==> src/rtl/rx_poll_pkg.sv <==
package rx_poll_pkg;

  typedef enum logic [1:0] {PH_SLEEP, PH_START, PH_CHECK, PH_RECV} phase_t;

  function automatic int unsigned ext_factor(input logic [2:0] code);
    case (code)
      3'd0: return 1;
      3'd1: return 2;
      3'd2: return 4;
      3'd3: return 8;
      default: return 1;
    endcase
  endfunction

  function automatic int unsigned sleep_cycles(input logic [4:0] word,
                                               input logic [2:0] code,
                                               input int unsigned unit);
    int unsigned n;
    n = 32'(word) * ext_factor(code) * unit;
    return (n == 0) ? 1 : n;
  endfunction

  function automatic int unsigned startup_cycles(input logic [1:0] baud,
                                                 input int unsigned unit);
    return (4 - 32'(baud)) * unit;
  endfunction

  function automatic int unsigned bit_period(input logic [1:0] baud,
                                             input int unsigned base);
    return base << (3 - 32'(baud));
  endfunction

  function automatic int unsigned win_lo(input int unsigned p);
    return p - p / 4;
  endfunction

  function automatic int unsigned win_hi(input int unsigned p);
    return p + p / 4;
  endfunction

endpackage

==> src/rtl/rx_poll_timer.sv <==
module rx_poll_timer #(
  parameter int W = 8
) (
  input  logic         clk,
  input  logic         rst,
  input  logic         restart,
  input  logic [W-1:0] len,
  output logic         done
);
  logic [W-1:0] cnt;

  assign done = (cnt == len - W'(1));

  always_ff @(posedge clk) begin
    if (rst || restart) cnt <= '0;
    else if (!done)     cnt <= cnt + W'(1);
  end
endmodule

==> src/rtl/rx_poll_bitchk.sv <==
module rx_poll_bitchk #(
  parameter int ICW        = 8,
  parameter int CHECK_BITS = 3
) (
  input  logic           clk,
  input  logic           rst,
  input  logic           start,
  input  logic           active,
  input  logic           data_in,
  input  logic [ICW-1:0] lo,
  input  logic [ICW-1:0] hi,
  output logic           edge_seen,
  output logic           pass,
  output logic           fail
);
  localparam int VW = $clog2(CHECK_BITS + 1);

  logic           d_q;
  logic           armed;
  logic [ICW-1:0] ic;
  logic [VW-1:0]  vcnt;
  logic           in_win;

  assign edge_seen = data_in ^ d_q;
  assign in_win    = (ic >= lo) && (ic <= hi);
  assign fail = active && ((edge_seen && armed && !in_win) || (!edge_seen && ic > hi));
  assign pass = active && edge_seen && armed && in_win && (vcnt == VW'(CHECK_BITS - 1));

  always_ff @(posedge clk) begin
    if (rst) d_q <= 1'b0;
    else     d_q <= data_in;
  end

  always_ff @(posedge clk) begin
    if (rst || start) begin
      ic    <= '0;
      armed <= 1'b0;
      vcnt  <= '0;
    end else if (active) begin
      if (edge_seen) begin
        ic    <= ICW'(1);
        armed <= 1'b1;
        if (armed && in_win) vcnt <= vcnt + VW'(1);
      end else if (ic != '1) begin
        ic <= ic + ICW'(1);
      end
    end
  end
endmodule

==> src/rtl/rx_poll_seq.sv <==
module rx_poll_seq
  import rx_poll_pkg::*;
#(
  parameter int unsigned SLEEP_UNIT   = 1024,
  parameter int unsigned STARTUP_UNIT = 16,
  parameter int unsigned BIT_BASE     = 16,
  parameter int unsigned CHECK_BITS   = 3
) (
  input  logic       clk,
  input  logic       rst,
  input  logic [4:0] sleep_word,
  input  logic [2:0] ext_code,
  input  logic [1:0] baud_sel,
  input  logic       data_in,
  input  logic       off_cmd,
  output logic       proc_en,
  output logic       rx_active,
  output logic       data_out
);
  localparam int unsigned MAX_SLP = 31 * 8 * SLEEP_UNIT;
  localparam int unsigned MAX_ST  = 4 * STARTUP_UNIT;
  localparam int unsigned MAX_T   = (MAX_SLP > MAX_ST) ? MAX_SLP : MAX_ST;
  localparam int          TW      = $clog2(MAX_T + 1);
  localparam int unsigned MAX_HI  = win_hi(BIT_BASE << 3);
  localparam int          ICW     = $clog2(MAX_HI + 2) + 1;

  phase_t         st_q, st_d;
  logic [TW-1:0]  tmr_len;
  logic           tmr_done;
  logic           phase_restart;
  logic           bc_start, bc_active, bc_edge, bc_pass, bc_fail;
  logic [ICW-1:0] bc_lo, bc_hi;

  assign tmr_len = (st_q == PH_SLEEP) ? TW'(sleep_cycles(sleep_word, ext_code, SLEEP_UNIT))
                                      : TW'(startup_cycles(baud_sel, STARTUP_UNIT));
  assign bc_lo = ICW'(win_lo(bit_period(baud_sel, BIT_BASE)));
  assign bc_hi = ICW'(win_hi(bit_period(baud_sel, BIT_BASE)));

  always_comb begin
    st_d = st_q;
    case (st_q)
      PH_SLEEP: if (tmr_done) st_d = PH_START;
      PH_START: begin
        if (off_cmd)       st_d = PH_SLEEP;
        else if (tmr_done) st_d = PH_CHECK;
      end
      PH_CHECK: begin
        if (off_cmd || bc_fail) st_d = PH_SLEEP;
        else if (bc_pass)       st_d = PH_RECV;
      end
      PH_RECV: if (off_cmd) st_d = PH_SLEEP;
      default: st_d = PH_SLEEP;
    endcase
  end

  always_ff @(posedge clk) begin
    if (rst) st_q <= PH_SLEEP;
    else     st_q <= st_d;
  end

  assign phase_restart = (st_d != st_q);
  assign bc_start      = phase_restart && (st_d == PH_CHECK);
  assign bc_active     = (st_q == PH_CHECK);

  rx_poll_timer #(.W(TW)) u_tmr (
    .clk(clk), .rst(rst), .restart(phase_restart), .len(tmr_len), .done(tmr_done)
  );

  rx_poll_bitchk #(.ICW(ICW), .CHECK_BITS(CHECK_BITS)) u_bc (
    .clk(clk), .rst(rst), .start(bc_start), .active(bc_active), .data_in(data_in),
    .lo(bc_lo), .hi(bc_hi), .edge_seen(bc_edge), .pass(bc_pass), .fail(bc_fail)
  );

  assign proc_en   = (st_q != PH_SLEEP);
  assign rx_active = (st_q == PH_RECV);
  assign data_out  = rx_active & data_in;
endmodule

==> config.mk <==
export PLATFORM = sky130hd
export DESIGN_NAME = rx_poll_seq
export DESIGN_NICKNAME = d
export VERILOG_FILES = /design/src/rtl/rx_poll_pkg.sv /design/src/rtl/rx_poll_timer.sv /design/src/rtl/rx_poll_bitchk.sv /design/src/rtl/rx_poll_seq.sv
export SDC_FILE = /design/constraint.sdc
export NUM_CORES = 1
export LEC_CHECK = 0
export BUFFER_PORTS_ARGS = -buffer_cell sky130_fd_sc_hd__buf_4
export CORE_MARGIN = 2
export CORE_UTILIZATION = 45
export DETAILED_ROUTE_END_ITERATION = 10
export GPL_ROUTABILITY_DRIVEN = 1
export PLACE_DENSITY = 0.62
export REMOVE_ABC_BUFFERS = 1
export SLEW_MARGIN = 10
export SYNTH_ARGS = -nofsm -noshare
export SYNTH_HDL_FRONTEND = slang
export SYNTH_SLANG_ARGS = --single-unit
==> constraint.sdc <==
create_clock -name clk -period 12.55 [get_ports clk]
set_input_delay 2.51 -clock clk [delete_from_list [all_inputs] [get_ports clk]]
set_output_delay 2.51 -clock clk [all_outputs]
set_load 0.005 [all_outputs]
Word-level counts from Yosys, hierarchy flattened
Cells that the tools add are included.
Widths: inputs -> output; s select.
{"block": "word_totals", "word_cells": 68, "input_bits": 14, "reg_bits": 33}
{"block": "classes", "n_bitwise": 2, "n_reduce_logical": 24, "order_cmp": 3, "n_shift": 1, "muxes": 12, "n_eq_ne": 11, "multipliers": 1, "addsub": 8}
{"cell": "$mux 18", "n": 2}
{"cell": "$logic_not 32->1", "n": 1}
{"cell": "$shl 5x32->11 const A", "n": 1}
{"cell": "$add 18x1->18 const B", "n": 1}
{"cell": "$eq 18x18->1", "n": 1}
{"cell": "$mux 9", "n": 2}
{"cell": "$sub 18x1->18 const B", "n": 1}
{"cell": "$mux 2", "n": 6}
{"cell": "$pmux 4 s3", "n": 1}
{"cell": "$logic_and 1x1->1", "n": 11}
{"cell": "$add 9x1->9 const B", "n": 1}
{"cell": "$add 9x9->9", "n": 1}
{"cell": "$ge 9x9->1", "n": 1}
{"cell": "$gt 9x9->1", "n": 1}
{"cell": "$le 9x9->1", "n": 1}
{"cell": "$mul 5x4->9", "n": 1}
{"cell": "$ne 9x9->1 const B", "n": 1}
{"cell": "$sub 9x9->9", "n": 1}
{"cell": "$eq 2x2->1 const B", "n": 4}
{"cell": "$pmux 2 s4", "n": 1}
{"cell": "$eq 3x2->1 const B", "n": 2}
{"cell": "$logic_or 1x1->1", "n": 4}
{"cell": "$reduce_and 2->1", "n": 2}
{"cell": "$reduce_bool 2->1", "n": 2}
{"cell": "11 further kinds", "n": 12}

Depth between registers and ports, before layout
{"block": "depth", "word_depth": 15, "mapped_depth": 19, "mapped_depth_nobuf": 17}

Hierarchy
A second synthesis with hierarchy kept.
{"block": "unflattened", "hier_cells": 457, "hier_area_um2": 3629.7}
{"module": "rx_poll_timer", "area_per_inst_um2": 1525.2, "n_inst": 1, "cells_per_inst": 194, "seq_area_each_um2": 360.3}
{"module": "rx_poll_bitchk", "area_per_inst_um2": 1072.3, "n_inst": 1, "cells_per_inst": 133, "seq_area_each_um2": 260.2}
{"module": "rx_poll_seq", "area_per_inst_um2": 1032.2, "n_inst": 1, "cells_per_inst": 130, "seq_area_each_um2": 40.0}

Worst setup path before layout
OpenSTA, ideal clock, no wires.
{"block": "synth_timing", "path_type": "input port to flip-flop", "startpoint": "in ext_code[0]", "endpoint": "reg u_bc.ic[2]", "setup_ps": 114, "required_ps": 12436, "slack_ps": 5209, "t_arrival_ps": 7227, "cell_stages": 17, "n_path_buf": 1, "path_cell_list": "and3b_1 -> and2_1 -> fa_1 -> inv_1 -> fa_1 -> fa_1 -> or3b_4 -> a211oi_4 -> o221a_2 -> nand4_1 -> or3_1 -> a211o_1 -> nor4_4 -> and2_4 -> buf_6 -> a311o_2 -> nor2_1"}
{"block": "synth_via", "elab_chain_len": 14, "word_cells_on_any_way": 18, "classes_between": "add/sub (1); mul (1); eq/ne (6); mux (7); reduce/logical (3)"}
{"item": "from (decl)", "line": "rx_poll_seq.sv:12", "source": "input logic [2:0] ext_code,"}
{"item": "$eq 3x2->1 or $eq 3x1->1 (tied branches)", "line": "rx_poll_pkg.sv:6", "source": "case (code)"}
{"item": "$pmux 4 s3 (*)", "line": "rx_poll_pkg.sv:6"}
{"item": "$mul 5x4->9 (*)", "line": "rx_poll_pkg.sv:19", "source": "n = 32'(word) * ext_factor(code) * unit;"}
{"item": "$logic_not 32->1", "line": "rx_poll_pkg.sv:20", "source": "return (n == 0) ? 1 : n;"}
{"item": "$mux 18 (*)", "line": "rx_poll_pkg.sv:20"}
{"item": "$mux 18 (*)", "line": "rx_poll_seq.sv:34", "source": "assign tmr_len = (st_q == PH_SLEEP) ? TW'(sleep_cycles(sleep_word, ext_code, SLEEP_UNIT))"}
{"item": "$sub 18x1->18 (*)", "line": "rx_poll_timer.sv:12", "source": "assign done = (cnt == len - W'(1));"}
{"item": "$eq 18x18->1 (*)", "line": "rx_poll_timer.sv:12"}
{"item": "$mux 2", "line": "rx_poll_seq.sv:45", "source": "else if (tmr_done) st_d = PH_CHECK;"}
{"item": "$mux 2", "line": "rx_poll_seq.sv:44", "source": "if (off_cmd) st_d = PH_SLEEP;"}
{"item": "$pmux 2 s4 (*)", "line": "rx_poll_seq.sv:41", "source": "case (st_q)"}
{"item": "$ne 2x2->1 or $eq 2x2->1 (tied branches)", "line": "rx_poll_seq.sv:61, rx_poll_seq.sv:62"}
{"item": "$logic_and 1x1->1 (*)", "line": "rx_poll_seq.sv:62", "source": "assign bc_start = phase_restart && (st_d == PH_CHECK);"}
{"item": "$logic_or 1x1->1 (*)", "line": "rx_poll_bitchk.sv:35", "source": "if (rst || start) begin"}
{"item": "to (signal assigned)", "line": "rx_poll_bitchk.sv:45", "source": "ic <= ic + ICW'(1);"}
{"item": "to (decl)", "line": "rx_poll_bitchk.sv:20", "source": "logic [ICW-1:0] ic;"}
Mark *: on every way between the ends. The rest lies on a longest branch, timed or not.
A chain may end at the register's enable or synchronous reset.

Worst setup path after layout
{"block": "layout_timing", "startpoint": "in ext_code[2]", "endpoint": "reg u_bc.ic[0]"}
Same word-level chain as after synthesis.

==> qor.yml <==
status: "complete, no violations"
finalSetupTns_ns: 0
setup_violations: 0
synth_top_area_frac: 0.200
synth-seq-cells: 33
postCtsSetupBuffers: 0
synth-main-ff-cell: "dfxtp_1"
die_w_um: 89.8
n_fill_cell: 723
drive_gt1_frac: 0.0984
relSlewSlack: 0.526
cts-buffers-inserted: 5
cts_hold_buf: 0
antenna_found_initial: 0
synth_top_area_cell: "dfxtp_1"
worst_setup_path_start_kind: "primary input"
chipHeight_um: 89.8
p_clk_frac: 0.307
cts_sinks: 33
hold_viol: 0
pwr-share-seq: 0.427
power_frac_comb: 0.266
io_pins: 17
syn_to_final_growth_pct: 8.36
regArea_um2: 661
place_congestion: 0.851
fin_worst_skew_ns: 0.00594
slew_viol_final: 0
dieArea_um2: 8060
synth_commonest_cells: "36 x ha_1, 36 x nor2_1, 33 x dfxtp_1"
cts_resized: 0
drt-initial-drc-count: 164
synth.avg_cell_area_um2: 8.05
worst-path-max-fanout: 25
synth_warnings: 0
end_kind: "register"
final_nets: 483
cts_tree: "yes"
drv_cap: 0
totalWireLength_um: 7510
rsz0062_at_grt: "no"
min_period_ns: 7.71
synth.top_cells.by_area: "dfxtp_1 20%, ha_1 14%, a21oi_1 4.4%"
clk_pin_slew_worst_paths_ns: 0.07
synthesis.area_um2: 3310
start_util: 0.461
drc: 0
h-tree-depth: 2
cp.required_ns: 12.71
grt-ovfl-total: 0
clockBufferDepth: 2
wl_per_cell_um: 14.3
dr_wl_met2_um: 3410
vias: 2988
io_buffer_count: 16
cp_data_arrival_time_ns: 7.87
viasPerCell: 5.68
grt_pass1_wl_um: 13400
cts-root-buf: "clkbuf_8"
clock.fmax_mhz: 130
hpwl_um: 5840
ys_seq_area_frac: 0.200
min_period_over_period: 0.614
worst_pin_slew_ns: 0.710
synth_edf_count: 0
irDropWorstVdd_mv: 0.0589
p_int_uw: 172
detail-route-antenna-nets: 0
m1WireLength_um: 3730
rows: 31
drtPass1Iterations: 4
grt.total_usage: 0.196
grt_max_degree: 26
p_per_area_nw_per_um2: 69.9
switching_share: 0.313
ys_types: 71
diodes: 0
grt_pass1_vias: 2911
synth_async_sr_flop_share: 0
p_leak_nw: 1.43
power_switching_uw: 78.6
synthCells: 411
top_layer_used: "met4"
min_path_type: "register to register"
critPathKind: "primary input to register"
utilization: 0.500
wl_met3_um: 267
insertion_delay_ns: 0.28
multiInputGateArea_um2: 2490
core_um2: 7180
## per-layer routing
layer  GRT usage  vias to the layer above
li1            -                     1531
met1       0.272                     1396
met2       0.318                       53
met3      0.0319                        8
met4      0.0513                        0
met5           0                        -
## area by class of cell
type,count,area share
Multi-Input combinational cell,344,0.695
Sequential cell,33,0.184
Timing Repair Buffer,17,0.0356
Tap cell,99,0.0345
Inverter,25,0.0262
Clock buffer,5,0.0192
Clock inverter,3,0.00488
## worst paths after layout
check / startpoint / end / slack [ns] / cells past startpoint
worst max-delay path: ext_code[2] / u_bc.ic[0] / 4.84 / 17
worst min-delay path: u_bc.armed / u_bc.armed / 0.50 / 2
worst max register to register: st_q[0] / u_bc.ic[0] / 8.87 / 10
worst min register to register: u_bc.armed / u_bc.armed / 0.50 / 2
## logic make-up (layout without fill, tap and decap cells)
| group | Yosys count | count (layout) | synth area share |
|---|---|---|---|
| buffers and inverters | 34 | 50 | 0.0469 |
| adder cells (fa/ha/maj) | 43 | 43 | 0.178 |
| AO/OA/AOI/OAI | 105 | 105 | 0.224 |
| XOR/XNOR | 23 | 23 | 0.0609 |
| multiplexers | 1 | 1 | 0.00302 |
| AND/OR/NAND/NOR | 172 | 172 | 0.287 |
| flip-flops | 33 | 33 | 0.200 |
## worst max-delay path, cell delays in order
cell      delay [ns]
buf_4           0.12
nor3b_1         0.41
and2_1          0.22
fa_1            0.42
inv_1           0.09
fa_1            0.44
fa_1            0.64
or3b_4          0.41
a211oi_4        0.21
o221a_2         0.25
nand4_1         0.14
or3_1           0.40
a211o_1         0.33
nor4_4          0.53
and2_4          0.39
a31o_2          0.29
a211oi_1        0.06
## through the flow
step / hold slack (ns) / instances / power [mW] / cell area [um^2] / setup slack (ns)
after floorplan: 0.453 / 402 / 0.158 / 3250 / 4.75
after global placement: 0.469 / 518 / 0.175 / 3500 / 4.57
after detailed placement: 0.478 / 518 / 0.176 / 3500 / 4.53
after CTS: 0.498 / 526 / 0.255 / 3590 / 4.82
after global routing: 0.532 / 526 / 0.269 / 3590 / 4.41
final: 0.496 / 526 / 0.251 / 3590 / 4.84
## sequential cells by signal, summed over array words and instances, names as in the netlist
signal,flops
u_tmr.cnt,18
u_bc.ic,9
st_q,2
u_bc.vcnt,2
u_bc.armed,1
u_bc.d_q,1
## cell usage in the layout, fill, tap and decap left out, types with 7 or more instances in the layout
| master | count |
|---|---|
| xnor2_1 | 13 |
| and3_1 | 11 |
| nand2_1 | 25 |
| or3_1 | 12 |
| a21oi_1 | 29 |
| ha_1 | 36 |
| nand4_1 | 10 |
| and2_1 | 23 |
| fa_1 | 7 |
| dfxtp_1 | 33 |
| nor2_1 | 36 |
| nand3_1 | 18 |
| inv_1 | 24 |
| xor2_1 | 10 |
| o21ai_0 | 19 |
| buf_4 | 17 |
## power by group through the flow
| stage | clock network [mW] | logic (mW) | registers [mW] |
|---|---|---|---|
| after floorplan | 0 | 0.0493 | 0.109 |
| after global placement | 0 | 0.0653 | 0.109 |
| after detailed placement | 0 | 0.0665 | 0.109 |
| after CTS | 0.0809 | 0.0669 | 0.107 |
| after global routing | 0.0864 | 0.0755 | 0.107 |
| final | 0.0769 | 0.0668 | 0.107 |
Power figures use the tool's default switching activity.
